## src/rtl/nand_sp_pkg.sv

```systemverilog
package nand_sp_pkg;

    localparam logic [7:0] OP_READ0    = 8'h00;
    localparam logic [7:0] OP_READ1    = 8'h01;
    localparam logic [7:0] OP_READOOB  = 8'h50;
    localparam logic [7:0] OP_SEQIN    = 8'h80;
    localparam logic [7:0] OP_PAGEPROG = 8'h10;
    localparam logic [7:0] OP_ERASE1   = 8'h60;
    localparam logic [7:0] OP_ERASE2   = 8'hD0;
    localparam logic [7:0] OP_STATUS   = 8'h70;
    localparam logic [7:0] OP_READID   = 8'h90;
    localparam logic [7:0] OP_GETFEAT  = 8'hEE;
    localparam logic [7:0] OP_SETFEAT  = 8'hEF;
    localparam logic [7:0] OP_RESET    = 8'hFF;

    // How a request ends once its latch cycles are out
    typedef enum logic [1:0] {
        POST_NONE,
        POST_DELAY,
        POST_READY,
        POST_RSTPOLL
    } post_t;

    typedef enum logic [3:0] {
        S_IDLE,
        S_PTR,
        S_CMD,
        S_COL,
        S_ROW_LO,
        S_ROW_MID,
        S_ROW_HI,
        S_DELAY,
        S_RST_STAT,
        S_WSTART,
        S_WAIT,
        S_DONE
    } state_t;

    // Opcodes whose column is never scaled for a wide bus
    function automatic logic narrow_only(input logic [7:0] op);
        return (op == OP_READID) || (op == OP_GETFEAT) || (op == OP_SETFEAT);
    endfunction

endpackage

```

## src/rtl/nand_sp_decode.sv

```systemverilog
module nand_sp_decode
    import nand_sp_pkg::*;
#(
    parameter int COL_W     = 10,
    parameter int PAGE_SIZE = 512
) (
    input  logic [7:0]       opcode,
    input  logic             col_valid,
    input  logic [COL_W-1:0] col,
    input  logic             page_valid,
    input  logic             bus16,
    input  logic             busy_pin,
    output logic             need_ptr,
    output logic [7:0]       ptr_op,
    output logic [7:0]       col_byte,
    output post_t            post
);
    localparam logic [COL_W-1:0] PS   = COL_W'(PAGE_SIZE);
    localparam logic [COL_W-1:0] HALF = COL_W'(PAGE_SIZE / 2);

    logic [COL_W-1:0] rebased;
    logic [COL_W-1:0] scaled;
    logic             unused_hi;

    // Region pointer selection and column rebasing for program setup
    always_comb begin
        need_ptr = (opcode == OP_SEQIN);
        ptr_op   = OP_READ0;
        rebased  = col;
        if (need_ptr && col_valid) begin
            if (col >= PS) begin
                ptr_op  = OP_READOOB;
                rebased = col - PS;
            end else if (col >= HALF) begin
                ptr_op  = OP_READ1;
                rebased = col - HALF;
            end
        end
    end

    always_comb begin
        scaled = rebased;
        if (bus16 && !narrow_only(opcode))
            scaled = rebased >> 1;
    end

    assign col_byte  = scaled[7:0];
    assign unused_hi = ^scaled[COL_W-1:8];

    // Ending class for the request
    always_comb begin
        unique case (opcode)
            OP_PAGEPROG, OP_ERASE1, OP_ERASE2, OP_SEQIN,
            OP_STATUS, OP_READID, OP_SETFEAT:
                post = POST_NONE;
            OP_RESET:
                post = busy_pin ? POST_READY : POST_RSTPOLL;
            OP_READ0:
                if (!col_valid && !page_valid)
                    post = POST_NONE;
                else
                    post = busy_pin ? POST_READY : POST_DELAY;
            default:
                post = busy_pin ? POST_READY : POST_DELAY;
        endcase
    end

endmodule

```

## src/rtl/nand_sp_delay.sv

```systemverilog
module nand_sp_delay #(
    parameter int CNT_W = 5
) (
    input  logic             clk,
    input  logic             rst_n,
    input  logic             load,
    input  logic [CNT_W-1:0] load_val,
    output logic             expire
);
    logic             run;
    logic [CNT_W-1:0] cnt;

    always_ff @(posedge clk or negedge rst_n) begin
        if (!rst_n) begin
            run <= 1'b0;
            cnt <= '0;
        end else if (load) begin
            run <= 1'b1;
            cnt <= load_val;
        end else if (run) begin
            if (cnt == '0)
                run <= 1'b0;
            else
                cnt <= cnt - 1'b1;
        end
    end

    assign expire = run && (cnt == '0);

    // a new delay is only started when the counter is free
    a_r8_load_when_free: assert property (@(posedge clk) disable iff (!rst_n)
        load |-> !run);

    // a running delay counts down by one per clock
    a_r8_countdown: assert property (@(posedge clk) disable iff (!rst_n)
        (run && cnt != '0 && !load) |=> (run && cnt == $past(cnt) - 1'b1));

endmodule

```

## src/rtl/nand_sp_seq.sv

```systemverilog
module nand_sp_seq
    import nand_sp_pkg::*;
#(
    parameter int COL_W          = 10,
    parameter int PAGE_W         = 24,
    parameter int PAGE_SIZE      = 512,
    parameter int CHIP_DELAY_CYC = 20,
    parameter int TWB_CYC        = 4
) (
    input  logic              clk,
    input  logic              rst_n,
    input  logic              req_valid,
    output logic              req_ready,
    input  logic [7:0]        req_opcode,
    input  logic              req_col_valid,
    input  logic [COL_W-1:0]  req_col,
    input  logic              req_page_valid,
    input  logic [PAGE_W-1:0] req_page,
    input  logic              cfg_bus16,
    input  logic              cfg_row3,
    input  logic              cfg_busy_pin,
    output logic              cyc_valid,
    output logic              cyc_is_addr,
    output logic [7:0]        cyc_byte,
    output logic              wait_start,
    output logic              wait_poll,
    input  logic              wait_done,
    output logic              op_done
);
    localparam int DLY_MAX = (CHIP_DELAY_CYC > TWB_CYC) ? CHIP_DELAY_CYC : TWB_CYC;
    localparam int CNT_W   = $clog2(DLY_MAX + 1);
    localparam logic [CNT_W-1:0] CHIP_LOAD = CNT_W'(CHIP_DELAY_CYC - 1);
    localparam logic [CNT_W-1:0] TWB_LOAD  = CNT_W'(TWB_CYC - 1);

    state_t state, nxt;

    logic              dec_need_ptr;
    logic [7:0]        dec_ptr_op;
    logic [7:0]        dec_col_byte;
    post_t             dec_post;

    logic [7:0]        op_q;
    logic [7:0]        ptr_q;
    logic [7:0]        col_q;
    logic              colv_q;
    logic              pagev_q;
    logic [PAGE_W-1:0] page_q;
    logic              row3_q;
    post_t             post_q;

    logic              dly_load;
    logic [CNT_W-1:0]  dly_val;
    logic              dly_expire;
    state_t            after_addr;

    nand_sp_decode #(
        .COL_W     (COL_W),
        .PAGE_SIZE (PAGE_SIZE)
    ) u_decode (
        .opcode     (req_opcode),
        .col_valid  (req_col_valid),
        .col        (req_col),
        .page_valid (req_page_valid),
        .bus16      (cfg_bus16),
        .busy_pin   (cfg_busy_pin),
        .need_ptr   (dec_need_ptr),
        .ptr_op     (dec_ptr_op),
        .col_byte   (dec_col_byte),
        .post       (dec_post)
    );

    nand_sp_delay #(
        .CNT_W (CNT_W)
    ) u_delay (
        .clk      (clk),
        .rst_n    (rst_n),
        .load     (dly_load),
        .load_val (dly_val),
        .expire   (dly_expire)
    );

    // State register and request capture
    always_ff @(posedge clk or negedge rst_n) begin
        if (!rst_n) begin
            state   <= S_IDLE;
            op_q    <= '0;
            ptr_q   <= '0;
            col_q   <= '0;
            colv_q  <= 1'b0;
            pagev_q <= 1'b0;
            page_q  <= '0;
            row3_q  <= 1'b0;
            post_q  <= POST_NONE;
        end else begin
            state <= nxt;
            if (state == S_IDLE && req_valid) begin
                op_q    <= req_opcode;
                ptr_q   <= dec_ptr_op;
                col_q   <= dec_col_byte;
                colv_q  <= req_col_valid;
                pagev_q <= req_page_valid;
                page_q  <= req_page;
                row3_q  <= cfg_row3;
                post_q  <= dec_post;
            end
        end
    end

    always_comb begin
        after_addr = (post_q == POST_NONE) ? S_DONE : S_DELAY;
    end

    // Next-state logic
    always_comb begin
        nxt = state;
        unique case (state)
            S_IDLE:     if (req_valid) nxt = dec_need_ptr ? S_PTR : S_CMD;
            S_PTR:      nxt = S_CMD;
            S_CMD:      nxt = colv_q ? S_COL : (pagev_q ? S_ROW_LO : after_addr);
            S_COL:      nxt = pagev_q ? S_ROW_LO : after_addr;
            S_ROW_LO:   nxt = S_ROW_MID;
            S_ROW_MID:  nxt = row3_q ? S_ROW_HI : after_addr;
            S_ROW_HI:   nxt = after_addr;
            S_DELAY:
                if (dly_expire) begin
                    if (post_q == POST_DELAY)
                        nxt = S_DONE;
                    else if (post_q == POST_READY)
                        nxt = S_WSTART;
                    else
                        nxt = S_RST_STAT;
                end
            S_RST_STAT: nxt = S_WSTART;
            S_WSTART:   nxt = S_WAIT;
            S_WAIT:     if (wait_done) nxt = S_DONE;
            S_DONE:     nxt = S_IDLE;
            default:    nxt = S_IDLE;
        endcase
    end

    assign dly_load = (nxt == S_DELAY) && (state != S_DELAY);
    assign dly_val  = (post_q == POST_READY) ? TWB_LOAD : CHIP_LOAD;

    // Output logic
    always_comb begin
        req_ready   = 1'b0;
        cyc_valid   = 1'b0;
        cyc_is_addr = 1'b0;
        cyc_byte    = 8'h00;
        wait_start  = 1'b0;
        wait_poll   = 1'b0;
        op_done     = 1'b0;
        unique case (state)
            S_IDLE:     req_ready = 1'b1;
            S_PTR:      begin cyc_valid = 1'b1; cyc_byte = ptr_q; end
            S_CMD:      begin cyc_valid = 1'b1; cyc_byte = op_q; end
            S_COL:      begin cyc_valid = 1'b1; cyc_is_addr = 1'b1; cyc_byte = col_q; end
            S_ROW_LO:   begin cyc_valid = 1'b1; cyc_is_addr = 1'b1; cyc_byte = page_q[7:0]; end
            S_ROW_MID:  begin cyc_valid = 1'b1; cyc_is_addr = 1'b1; cyc_byte = page_q[15:8]; end
            S_ROW_HI:   begin cyc_valid = 1'b1; cyc_is_addr = 1'b1; cyc_byte = page_q[23:16]; end
            S_RST_STAT: begin cyc_valid = 1'b1; cyc_byte = OP_STATUS; end
            S_WSTART:   begin wait_start = 1'b1; wait_poll = (post_q == POST_RSTPOLL); end
            S_DONE:     op_done = 1'b1;
            default:    ;
        endcase
    end

    // taking a request closes the handshake on the next clock
    a_r1_accept_closes: assert property (@(posedge clk) disable iff (!rst_n)
        (req_valid && req_ready) |=> !req_ready);

    // completion reopens the handshake
    a_r1_done_reopens: assert property (@(posedge clk) disable iff (!rst_n)
        op_done |=> req_ready);

    // a program-setup command is always preceded by a command cycle
    a_r2_ptr_first: assert property (@(posedge clk) disable iff (!rst_n)
        (cyc_valid && !cyc_is_addr && cyc_byte == OP_SEQIN) |->
            $past(cyc_valid && !cyc_is_addr));

    // the low page byte is always followed by another address cycle
    a_r5_row_pair: assert property (@(posedge clk) disable iff (!rst_n)
        (state == S_ROW_LO) |=> (cyc_valid && cyc_is_addr));

    // the wait engine start is a single-clock pulse
    a_r9_start_pulse: assert property (@(posedge clk) disable iff (!rst_n)
        wait_start |=> !wait_start);

    // no latch cycle and completion pulse coincide
    a_r6_done_quiet: assert property (@(posedge clk) disable iff (!rst_n)
        op_done |-> (!cyc_valid && !wait_start));

endmodule

```

## config.mk

```make
export PLATFORM = sky130hd
export DESIGN_NAME = nand_sp_seq
export DESIGN_NICKNAME = d
export VERILOG_FILES = /design/src/rtl/nand_sp_pkg.sv /design/src/rtl/nand_sp_decode.sv /design/src/rtl/nand_sp_delay.sv /design/src/rtl/nand_sp_seq.sv
export SDC_FILE = /design/constraint.sdc
export NUM_CORES = 1
export LEC_CHECK = 0
export BUFFER_PORTS_ARGS = -buffer_cell sky130_fd_sc_hd__buf_2
export CORE_MARGIN = 2
export CORE_UTILIZATION = 50
export CTS_CLUSTER_DIAMETER = 120
export DETAILED_ROUTE_END_ITERATION = 7
export GPL_TIMING_DRIVEN = 0
export PLACE_DENSITY = 0.72
export SYNTH_ARGS = -nofsm -noshare
export SYNTH_HDL_FRONTEND = slang
export SYNTH_HIERARCHICAL = 1
export SYNTH_SLANG_ARGS = --single-unit
```

## constraint.sdc

```tcl
create_clock -name clk -period 2.65 [get_ports clk]
set_input_delay 0.265 -clock clk [delete_from_list [all_inputs] [get_ports clk]]
set_output_delay 0.265 -clock clk [all_outputs]
set_load 0.01 [all_outputs]
```

==> metrics.md, run 1 <==
| Metric | Value |
|---|---|
| GRT Residual Overflow | 0 |
| Worst setup path class | flip-flop to flip-flop |
| Synth top area share | 40.5% |
| Worst-skew pair later-pin latency | 340 ps |
| Max stage delay on crit path | 470 ps |
| Seq pwr share | 31.0% |
| First-pass GRT wire length | 14.9 mm |
| Routed Antenna Nets | 0 |
| Synth Warn # | 6 |
| Post-synth EDFFs | 0 |
| Ratio of cells with drive above 1 in the final layout | 49.4% |
| Final Setup Violations | 0 |
| Top-level port count | 65 |
| CP Launch Type | flip-flop |
| Power Internal | 3590 µW |
| Logic pwr share | 52.5% |
| FP Rows | 32 |
| Area grow syn2layout | 21.9% |
| Period Utilization, post-route | 98.4% |
| Rel. slew slack | 48.2% |
| Worst hold path type | primary input to async pin |
| CTS Hold Bufs | 0 |
| Reg2reg setup slack | 40 ps |
| Final core utilization | 62.1% |
| Drt via density | 5.63 |
| Root buffer cell | clkbuf_8 |
| Crit path time final | 2610 ps |
| DIE WIDTH | 92.3 µm |
| Core area | 7650 µm² |
| Clock Skew | 6.37 ps |
| H-tree levels | 3 |
| DR iter-0 viols | 199 |
| Crit-path cells | inv_2, ha_4, or4bb_4, nor2_4, nand3_2, o221a_4, o41ai_4, a211oi_4, clkbuf_8, o311ai_1 |
| Die Y | 92.3 µm |
| Fin Setup TNS | 0 ps |
| Pwr dens | 1200 nW/µm² |
| Total Routing Usage GR | 22.6% |
| Top post-synthesis cells by count | dfrtp_1 (63), mux2_4 (58), nand2_1 (20) |
| DP HPWL | 6.37 mm |
| Sw Ratio | 36.9% |
| Largest cells by area after synthesis | dfrtp_1 (40%), mux2_4 (22%), mux2i_1 (3.3%) |
| RSZ-0062 raised after global routing | true |
| Cell taking the most area after synthesis | dfrtp_1 |
| Post-route insts no fill | 519 |
| IO Port Bufs | 64 |
| Avg WL per Cell | 17.3 µm |
| Net switching power | 2100 µW |
| Crit path capture type | flip-flop |
| Critical Path Slowest Stage Cell | or4bb_4 |
| Final hold viol count | 0 |
| CTS clk-pin slew, worst paths | 70 ps |
| First-pass DRT Iterations | 5 |
| DRC | 0 |
| # nets final | 468 |
| Die area | 8510 µm² |
| Gate Count Post-Synth | 323 |
| Final instance area | 4750 µm² |
| Max-slew violations | 0 |
| Outcome | complete, no violations |
| ANT cells | 0 |
| Placed Cells | 495 |
| Initial Utilization | 50.9% |
| Most common cell in the synthesized netlist | dfrtp_1 |
| Dpl cell area | 4390 µm² |
| Worst EP required | 2880 ps |
| Initial antenna violation count | 0 |
| Syn Area/Cell | 12.1 µm² |
| F_max | 0.383 GHz |
| Largest net degree at the start of global routing | 64 |
| Yosys reg bits | 63 |
| Total number of vias | 2924 |
| Slew @ Worst Pin | 777 ps |
| Clock network power share | 16.5% |
| Clock Path Buffers | 2 |
| Fraction of registers with async set/reset | 100% |
| CTS tree | done |
| Hold WS | 9.41 ps |
| Final GP Congestion | 0.810 |
| Worst-path maximum fanout | 6 |
| Maximum vdd drop | 0.000379 V |
| Synthesized area | 3890 µm² |
| Arrival @ worst endpoint | 2840 ps |
| P_leak | 0.00240 µW |
| Vias in the first global route | 2952 |
| Unique cell type count in the Yosys netlist | 59 |
| Routed WL | 8.99 mm |
| Sequential fraction of the synthesis area | 40.5% |
| Ys flop type | dfrtp_1 |
| Clock sinks | 63 |
| Num CTS Buffers | 9 |
| Max-cap violations | 0 |
-- worst max-delay path, delay by kind of cell, from the launching register on --
kind            cells  cell delay, ps
compound gates      4             960
flops               1             420
buf+inv             2             270
fa+ha+maj           1             130
simple gates        3             720
-- worst paths after layout --
kind,from,end,cells after the start
setup / recovery,u_delay/cnt[0]$_DFFE_PN0P_,u_delay/cnt[0]$_DFFE_PN0P_,10
setup reg to reg,u_delay/cnt[0]$_DFFE_PN0P_,u_delay/cnt[0]$_DFFE_PN0P_,10
max in group asynchronous,rst_n,state[1]$_DFF_PN0_,1
hold / removal,rst_n,ptr_q[0]$_DFFE_PN0P_,1
min in group clk,req_page[10],page_q[10]$_DFFE_PN0P_,2
hold reg to reg,col_q[1]$_DFFE_PN0P_,col_q[1]$_DFFE_PN0P_,1
-- layer usage --
| metal | GRT usage, % | vias to the layer above | share of wire (%) |
|---|---|---|---|
| li1 | - | 1338 | - |
| met3 | 3.86 | 19 | 5.9 |
| met1 | 31.8 | 1450 | 46 |
| met4 | 7.71 | 0 | 1.9 |
| met2 | 35.6 | 117 | 46 |
| met5 | 0 | - | 0 |
-- through the flow --
stage / setup WS [ps] / power, µW
global placement: -235 / 4350
floorplan: 6.00 / 3740
finish: 41.5 / 5690
detailed placement: -304 / 4430
global route: -71.9 / 6050
CTS: 15.0 / 5520
-- repair_timing --
item / in CTS / in global routing
setup endpoints to repair: 6 / 6
buffers inserted: 2 / 5
gates cloned: 1 / 0
resized for setup: 7 / 6
pin swaps: 3 / 6
-- power groups by stage --
stage / clock (µW) / combinational (µW) / sequential [µW]
final: 942 / 2990 / 1760
after global routing: 1000 / 3220 / 1820
after CTS: 955 / 2810 / 1760
after detailed placement: 0 / 2670 / 1760
after global placement: 0 / 2600 / 1740
after floorplan: 0 / 2100 / 1640
-- state kept, by name, indices dropped and copies added (netlist names) --
signal       count
post_q           2
pagev_q          1
state            4
u_delay/run      1
col_q            8
colv_q           1
row3_q           1
page_q          24
op_q             8
u_delay/cnt      5
ptr_q            8
-- final cells by class --
| class | count | area, µm² |
|---|---|---|
| Buffer | 25 | 190 |
| Multi-Input combinational cell | 229 | 2200 |
| Inverter | 12 | 45.0 |
| Timing Repair Buffer | 72 | 383 |
| Clock buffer | 11 | 141 |
| Clock inverter | 5 | 81.3 |
| Sequential cell | 63 | 1580 |
| Tap cell | 102 | 128 |
| Fill cell | 615 | 2900 |
-- layout by cell type, fill, tap and decap left out, types with 2 or more instances in the layout --
cell,instances
a21oi_1,9
inv_2,2
o31ai_1,4
inv_1,10
mux2i_1,13
a22oi_1,2
o221ai_1,5
nand2b_1,9
buf_4,14
nor3b_1,2
nand3_1,5
clkbuf_1,3
nor4_4,2
dfrtp_1,63
o211a_1,2
clkbuf_8,11
a221oi_1,3
bufinv_16,2
nor2_1,11
mux2_2,10
conb_1,9
nor3_1,3
buf_2,72
o21ai_0,4
ha_1,4
and3_1,2
a221o_1,3
buf_6,7
a31oi_1,2
mux2_4,58
nor2b_1,10
nand2_1,19
-- cell families after synthesis --
kind of cell / Yosys count / synth area share, %
buf+inv: 37 / 5.78
xor+xnor: 1 / 0.225
mux: 81 / 28.6
flops: 63 / 40.5
simple gates: 80 / 12.5
compound gates: 53 / 10.5
fa+ha+maj: 5 / 1.61
other cells: 3 / 0.289
(Power assumes the default switching activity.)
==> inputs of run 2 (changes only) <==
CORE_UTILIZATION = 40   (was 50)
PLACE_DENSITY = 0.59   (was 0.72)
==> run 2 against run 1 <==
Net effect: the run now ends with negative hold slack left; combinational power is essentially flat; sequential share of layout area shrank 0.42 points; fmax grew 0.66%; hold slack lost 18 ps; total power is essentially flat; via count shrank 4.4%; count of clock-buffer cells in the layout shrank 2; cell count grew 6.0%; final area grew 1.4%; highest routed layer unchanged.
==> metrics.md, run 2 (synthesized netlist as in run 1, its figures left out) <==
| Metric | Value |
|---|---|
| Failing checks | negative hold slack |
| Placed Cells | 526 |
| Ratio of cells with drive above 1 in the final layout | 50.6% |
| Fin Setup TNS | 0 ps |
| Largest net degree at the start of global routing | 64 |
| Routed WL | 8.88 mm |
| Slew @ Worst Pin | 786 ps |
| Total number of vias | 2796 |
| Final Setup Violations | 0 |
| DP HPWL | 6.47 mm |
| Max-cap violations | 0 |
| DRC | 0 |
| Clock Skew | 11.0 ps |
| Area grow syn2layout | 23.6% |
| DIE WIDTH | 103 µm |
| Worst setup path class | flip-flop to flip-flop |
| FP Rows | 36 |
| Final instance area | 4810 µm² |
| # nets final | 468 |
| Die area | 10500 µm² |
| Clock Path Buffers | 2 |
| Max reg flops | 24 |
| Final GP Congestion | 0.792 |
| Total Routing Usage GR | 18.0% |
| Final hold viol count | 4 |
| IO Port Bufs | 64 |
| Rel. slew slack | 47.6% |
| H-tree levels | 3 |
| Arrival @ worst endpoint | 2880 ps |
| P_leak | 0.00240 µW |
| Outcome | finished, violations left |
| Root buffer cell | clkbuf_8 |
| Crit path time final | 2590 ps |
| CTS clk-pin slew, worst paths | 80 ps |
| Top-level port count | 65 |
| Dpl cell area | 4440 µm² |
| Crit path capture type | flip-flop |
| Fill cell count | 890 |
| Worst hold path type | primary input to async pin |
| Period Utilization, post-route | 97.8% |
| CTS tree | done |
| Worst-path maximum fanout | 6 |
| Max-slew violations | 0 |
| Clock sinks | 63 |
| Initial antenna violation count | 0 |
| Worst-skew pair later-pin latency | 350 ps |
| GRT Residual Overflow | 0 |
| First-pass GRT wire length | 14.2 mm |
| Vias in the first global route | 2797 |
| First-pass DRT Iterations | 4 |
| Die Y | 103 µm |
| ANT cells | 0 |
| F_max | 0.386 GHz |
| Most frequent cells in the layout | buf_2 (72), dfrtp_1 (62), mux2_4 (58), nand2_1 (20), buf_4 (14) |
| Avg WL per Cell | 16.1 µm |
| Post-route insts no fill | 550 |
| DR iter-0 viols | 73 |
| Largest Register | page_q |
| Core area | 9590 µm² |
| CP Launch Type | flip-flop |
| Commonest non-fill, non-tap cell in the layout | buf_2 |
| Hold WS | -8.87 ps |
| Num CTS Buffers | 9 |
| CTS Hold Bufs | 0 |
| Drt via density | 5.08 |
| Initial Utilization | 40.6% |
| Routed Antenna Nets | 0 |
| Worst EP required | 2930 ps |
| Pwr dens | 1180 nW/µm² |
| Maximum vdd drop | 0.000407 V |
==> run 2: cell types whose count changed in the layout (fill, tap and decap cells not counted), sizes merged <==
cell / previous run / this run
clkbuf: 15 / 13
clkinv: 2 / 3
clkinvlp: 1 / 2
==> run 2: area by class of cell <==
class	instances	area, µm²	share of cell area (%)
Inverter	12	45.0	0.936
Multi-Input combinational cell	229	2230	46.3
Clock inverter	7	97.6	2.03
Sequential cell	63	1580	32.8
Clock buffer	9	124	2.57
Timing Repair Buffer	72	383	7.95
Tap cell	133	166	3.46
Buffer	25	190	3.95
==> run 2: final timing paths <==
kind | from | end | slack (ps) | depth (start not counted)
max | u_delay/cnt[0]$_DFFE_PN0P_ | u_delay/cnt[1]$_DFFE_PN0P_ | 60 | 11
min in group clk | req_page[3] | page_q[3]$_DFFE_PN0P_ | 140 | 2
max in group asynchronous | rst_n | u_delay/run$_DFF_PN0_ | 2100 | 1
min reg2reg | page_q[7]$_DFFE_PN0P_ | page_q[7]$_DFFE_PN0P_ | 510 | 1
max reg2reg | u_delay/cnt[0]$_DFFE_PN0P_ | u_delay/cnt[1]$_DFFE_PN0P_ | 60 | 11
min | rst_n | page_q[8]$_DFFE_PN0P_ | -9 | 1
==> run 2: worst max-delay path: stages, from the launching register on <==
cell and delay, ps:
dfrtp_1 400, inv_2 90, ha_4 140, or4bb_4 470
nor2_4 150, nand3_2 110, o221a_4 250, o41ai_4 330
a211oi_4 100, clkbuf_8 180, a31o_4 200, o21ai_2 100
==> run 2: stage by stage <==
stage	hold WS (ps)	util (%)	setup WS, ps	total power, µW
after global routing	57.3	50.2	-29.7	6070
after floorplan	-30.6	-	6.00	3740
after global placement	489	46.2	-326	4390
final	-8.87	50.2	58.7	5690
after CTS	33.5	49.1	22.5	5480
after detailed placement	408	46.2	-365	4440
==> run 2: routing by layer <==
layer / vias to the layer above / wire length [µm] / GRT usage [%]
met4: 0 / 127 / 5.54
met3: 12 / 408 / 4.20
li1: 1343 / - / -
met2: 61 / 4170 / 28.0
met5: - / 0 / 0
met1: 1380 / 4180 / 25.0
==> run 2: repair_timing <==
| item | in CTS | in global routing |
|---|---|---|
| setup buffers | 2 | 5 |
| cloned | 1 | 0 |
| pin swaps | 4 | 7 |
| resized for setup | 5 | 12 |
| endpoints found under the setup margin | 6 | 4 |
==> run 2: power by group <==
group / switching [µW] / internal, µW / total [µW]
Clock: 402 / 530 / 932
Combinational: 1380 / 1630 / 3010
Sequential: 323 / 1430 / 1750
Total: 2100 / 3590 / 5690
==> inputs of run 3 (changes only) <==
PLACE_DENSITY = 0.61   (was 0.59)
SYNTH_HIERARCHICAL = unset   (was 1)
==> run 3 against run 2 <==
Net effect: the flow still finishes with violations (negative hold slack); critical endpoint is now cyc_byte[3]; wire length fell by 15%; final area fell by 23%; synthesized cell count fell by 11%.
==> metrics.md, run 3 <==
| Metric | Value |
|---|---|
| Outcome | finished, violations left |
| Failing checks | negative hold slack |
| # nets final | 419 |
| H-tree levels | 3 |
| Sequential fraction of the synthesis area | 47.1% |
| Final core utilization | 50.8% |
| GRT Residual Overflow | 0 |
| Commonest non-fill, non-tap cell in the layout | buf_2 |
| Largest net degree at the start of global routing | 58 |
| RSZ-0062 raised after global routing | true |
| Cell taking the most area after synthesis | dfrtp_1 |
| Routed Antenna Nets | 0 |
| Dpl cell area | 3470 µm² |
| Worst Path Buf+Inv | 3 |
| Crit-path most repeated cell | buf_2 |
| Arrival @ worst endpoint | 2290 ps |
| Core area | 7290 µm² |
| Num CTS Buffers | 9 |
| Crit path time final | 2550 ps |
| Fin Setup TNS | 0 ps |
| Syn Area/Cell | 10.6 µm² |
| Period Utilization, post-route | 96.3% |
| P_leak | 0.00175 µW |
| Synth Warn # | 0 |
| Max stage delay on crit path | 640 ps |
| Die area | 8290 µm² |
| CTS Hold Bufs | 0 |
| Slew @ Worst Pin | 718 ps |
| CP Launch Type | flip-flop |
| Clock Skew | 8.00 ps |
| F_max | 0.392 GHz |
| Final Setup Violations | 0 |
| Top post-synthesis cells by count | dfrtp_1 (57), mux2_2 (34), nand2_1 (33) |
| Yosys reg bits | 57 |
| Avg WL per Cell | 16.2 µm |
| Area grow syn2layout | 22.2% |
| Crit-path cells | buf_2, clkbuf_1, nor3_2, a22oi_1, nand2_1, buf_2 |
| Post-synth EDFFs | 0 |
| Max-cap violations | 0 |
| Worst-path maximum fanout | 10 |
| Top-level port count | 65 |
| Pwr dens | 1130 nW/µm² |
| Hold WS | -23.3 ps |
| DR iter-0 viols | 144 |
| Setup Buffers After CTS | 0 |
| Largest cells by area after synthesis | dfrtp_1 (47%), mux2_2 (13%), nand2_1 (4.1%) |
| DP HPWL | 5.45 mm |
| Root buffer cell | clkbuf_8 |
| Ys flop type | dfrtp_1 |
| Worst setup path class | flip-flop to primary output |
| ANT cells | 0 |
| Most frequent cells in the layout | buf_2 (69), dfrtp_1 (57), mux2_2 (34), nand2_1 (33), o21ai_0 (16) |
| Clock Path Buffers | 2 |
| Final GP Congestion | 0.816 |
| Total number of vias | 2484 |
| Total Routing Usage GR | 19.3% |
| Ratio of cells with drive above 1 in the final layout | 35.5% |
| Crit path capture type | primary output |
| Maximum vdd drop | 0.000531 V |
| Final instance area | 3700 µm² |
| Synth top area share | 47.1% |
| CTS tree | done |
| Rel. slew slack | 52.1% |
| First-pass GRT wire length | 12.5 mm |
| Fill cell count | 725 |
| Routed WL | 7.53 mm |
| Most common cell in the synthesized netlist | dfrtp_1 |
| DRC | 0 |
| Max reg flops | 24 |
| Max-slew violations | 0 |
| Final hold viol count | 18 |
| Clock sinks | 57 |
| Pwr Total | 4200 µW |
| Biggest regs | page_q: 24 flops, col_q: 8 flops, op_q: 8 flops |
| Initial Utilization | 41.6% |
| Largest Register | page_q |
| First-pass DRT Iterations | 5 |
| CTS clk-pin slew, worst paths | 70 ps |
| IO Port Bufs | 64 |
| Drt via density | 5.34 |
| Worst-skew pair later-pin latency | 330 ps |
| Initial antenna violation count | 0 |
| Syn Nets | 344 |
| FP Rows | 31 |
| Worst EP required | 2380 ps |
| Fraction of registers with async set/reset | 100% |
| DIE WIDTH | 91.0 µm |
| Gate Count Post-Synth | 287 |
| Vias in the first global route | 2484 |
| Die Y | 91.0 µm |
| Top Family by Delay on Critical Path | simple AND/OR/NAND/NOR gates |
| Unique cell type count in the Yosys netlist | 44 |
| Worst hold path type | primary input to async pin |
| Critical Path Slowest Stage Cell | nor3_2 |
| Synthesized area | 3030 µm² |
==> run 3: cell count changes after synthesis, moves of 6 or more <==
cell | before | now
mux2_2 | 10 | 34
a22oi_1 | 2 | 13
mux2_4 | 58 | 0
o21ai_0 | 5 | 16
dfrtp_1 | 63 | 57
a21oi_1 | 9 | 1
nand2_1 | 20 | 33
==> run 3: through the flow <==
step           worst slack, ps  std cells
2_1_floorplan              624        287
6_report                  98.0        465
3_5_place_dp              9.32        450
5_1_grt                  -7.12        465
4_1_cts                   33.2        465
3_3_place_gp             -21.4        450
==> run 3: metal layers <==
metal / up-vias / GRT usage [%] / routed length [µm]
met4: 0 / 6.06 / 87
met3: 7 / 4.98 / 421
met2: 78 / 29.5 / 3640
met5: - / 0 / 0
li1: 1182 / - / -
met1: 1217 / 27.0 / 3380
==> run 3: path summary, 6_finish.rpt <==
check | start | end | slack (ps) | cells past startpoint
max | state[3]$_DFF_PN0_ | cyc_byte[3] | 100 | 6
min | rst_n | page_q[20]$_DFFE_PN0P_ | -20 | 1
max reg2reg | u_delay.cnt[0]$_DFFE_PN0P_ | u_delay.cnt[4]$_DFFE_PN0P_ | 390 | 9
min reg2reg | ptr_q[0]$_DFFE_PN0P_ | ptr_q[0]$_DFFE_PN0P_ | 480 | 2
max in group asynchronous | rst_n | colv_q$_DFFE_PN0P_ | 2180 | 1
min in group clk | req_col[9] | ptr_q[0]$_DFFE_PN0P_ | 130 | 2
==> run 3: area by class of cell <==
class | count | area (µm²) | share of cell area [%]
plain buffers | 17 | 90.1 | 2.43
multi-input cells | 202 | 1500 | 40.6
clock buffers | 12 | 155 | 4.19
clock inverters | 3 | 40.0 | 1.08
inverters | 11 | 41.3 | 1.12
repair buffers | 64 | 323 | 8.72
flip-flops and latches | 57 | 1430 | 38.5
well taps | 99 | 124 | 3.35
==> run 3: timing repair <==
action | in CTS | in global routing
pin swaps | 0 | 1
hold endpoints to repair | 0 | 0
endpoints found under the setup margin | 8 | 5
resized for setup | 4 | 2
==> run 3: power by group <==
group	total, µW	switching, µW	internal [µW]
Clock	807	330	477
Sequential	1520	230	1290
Combinational	1870	1020	857
Total	4200	1570	2620
==> run 3: logic make-up after synthesis <==
logic type | synth area share, %
multiplexers | 16.3
AO/OA/AOI/OAI | 13.3
adder cells (fa/ha/maj) | 2.48
AND/OR/NAND/NOR | 15.1
flip-flops | 47.1
buffers and inverters | 4.34
XOR/XNOR | 1.45
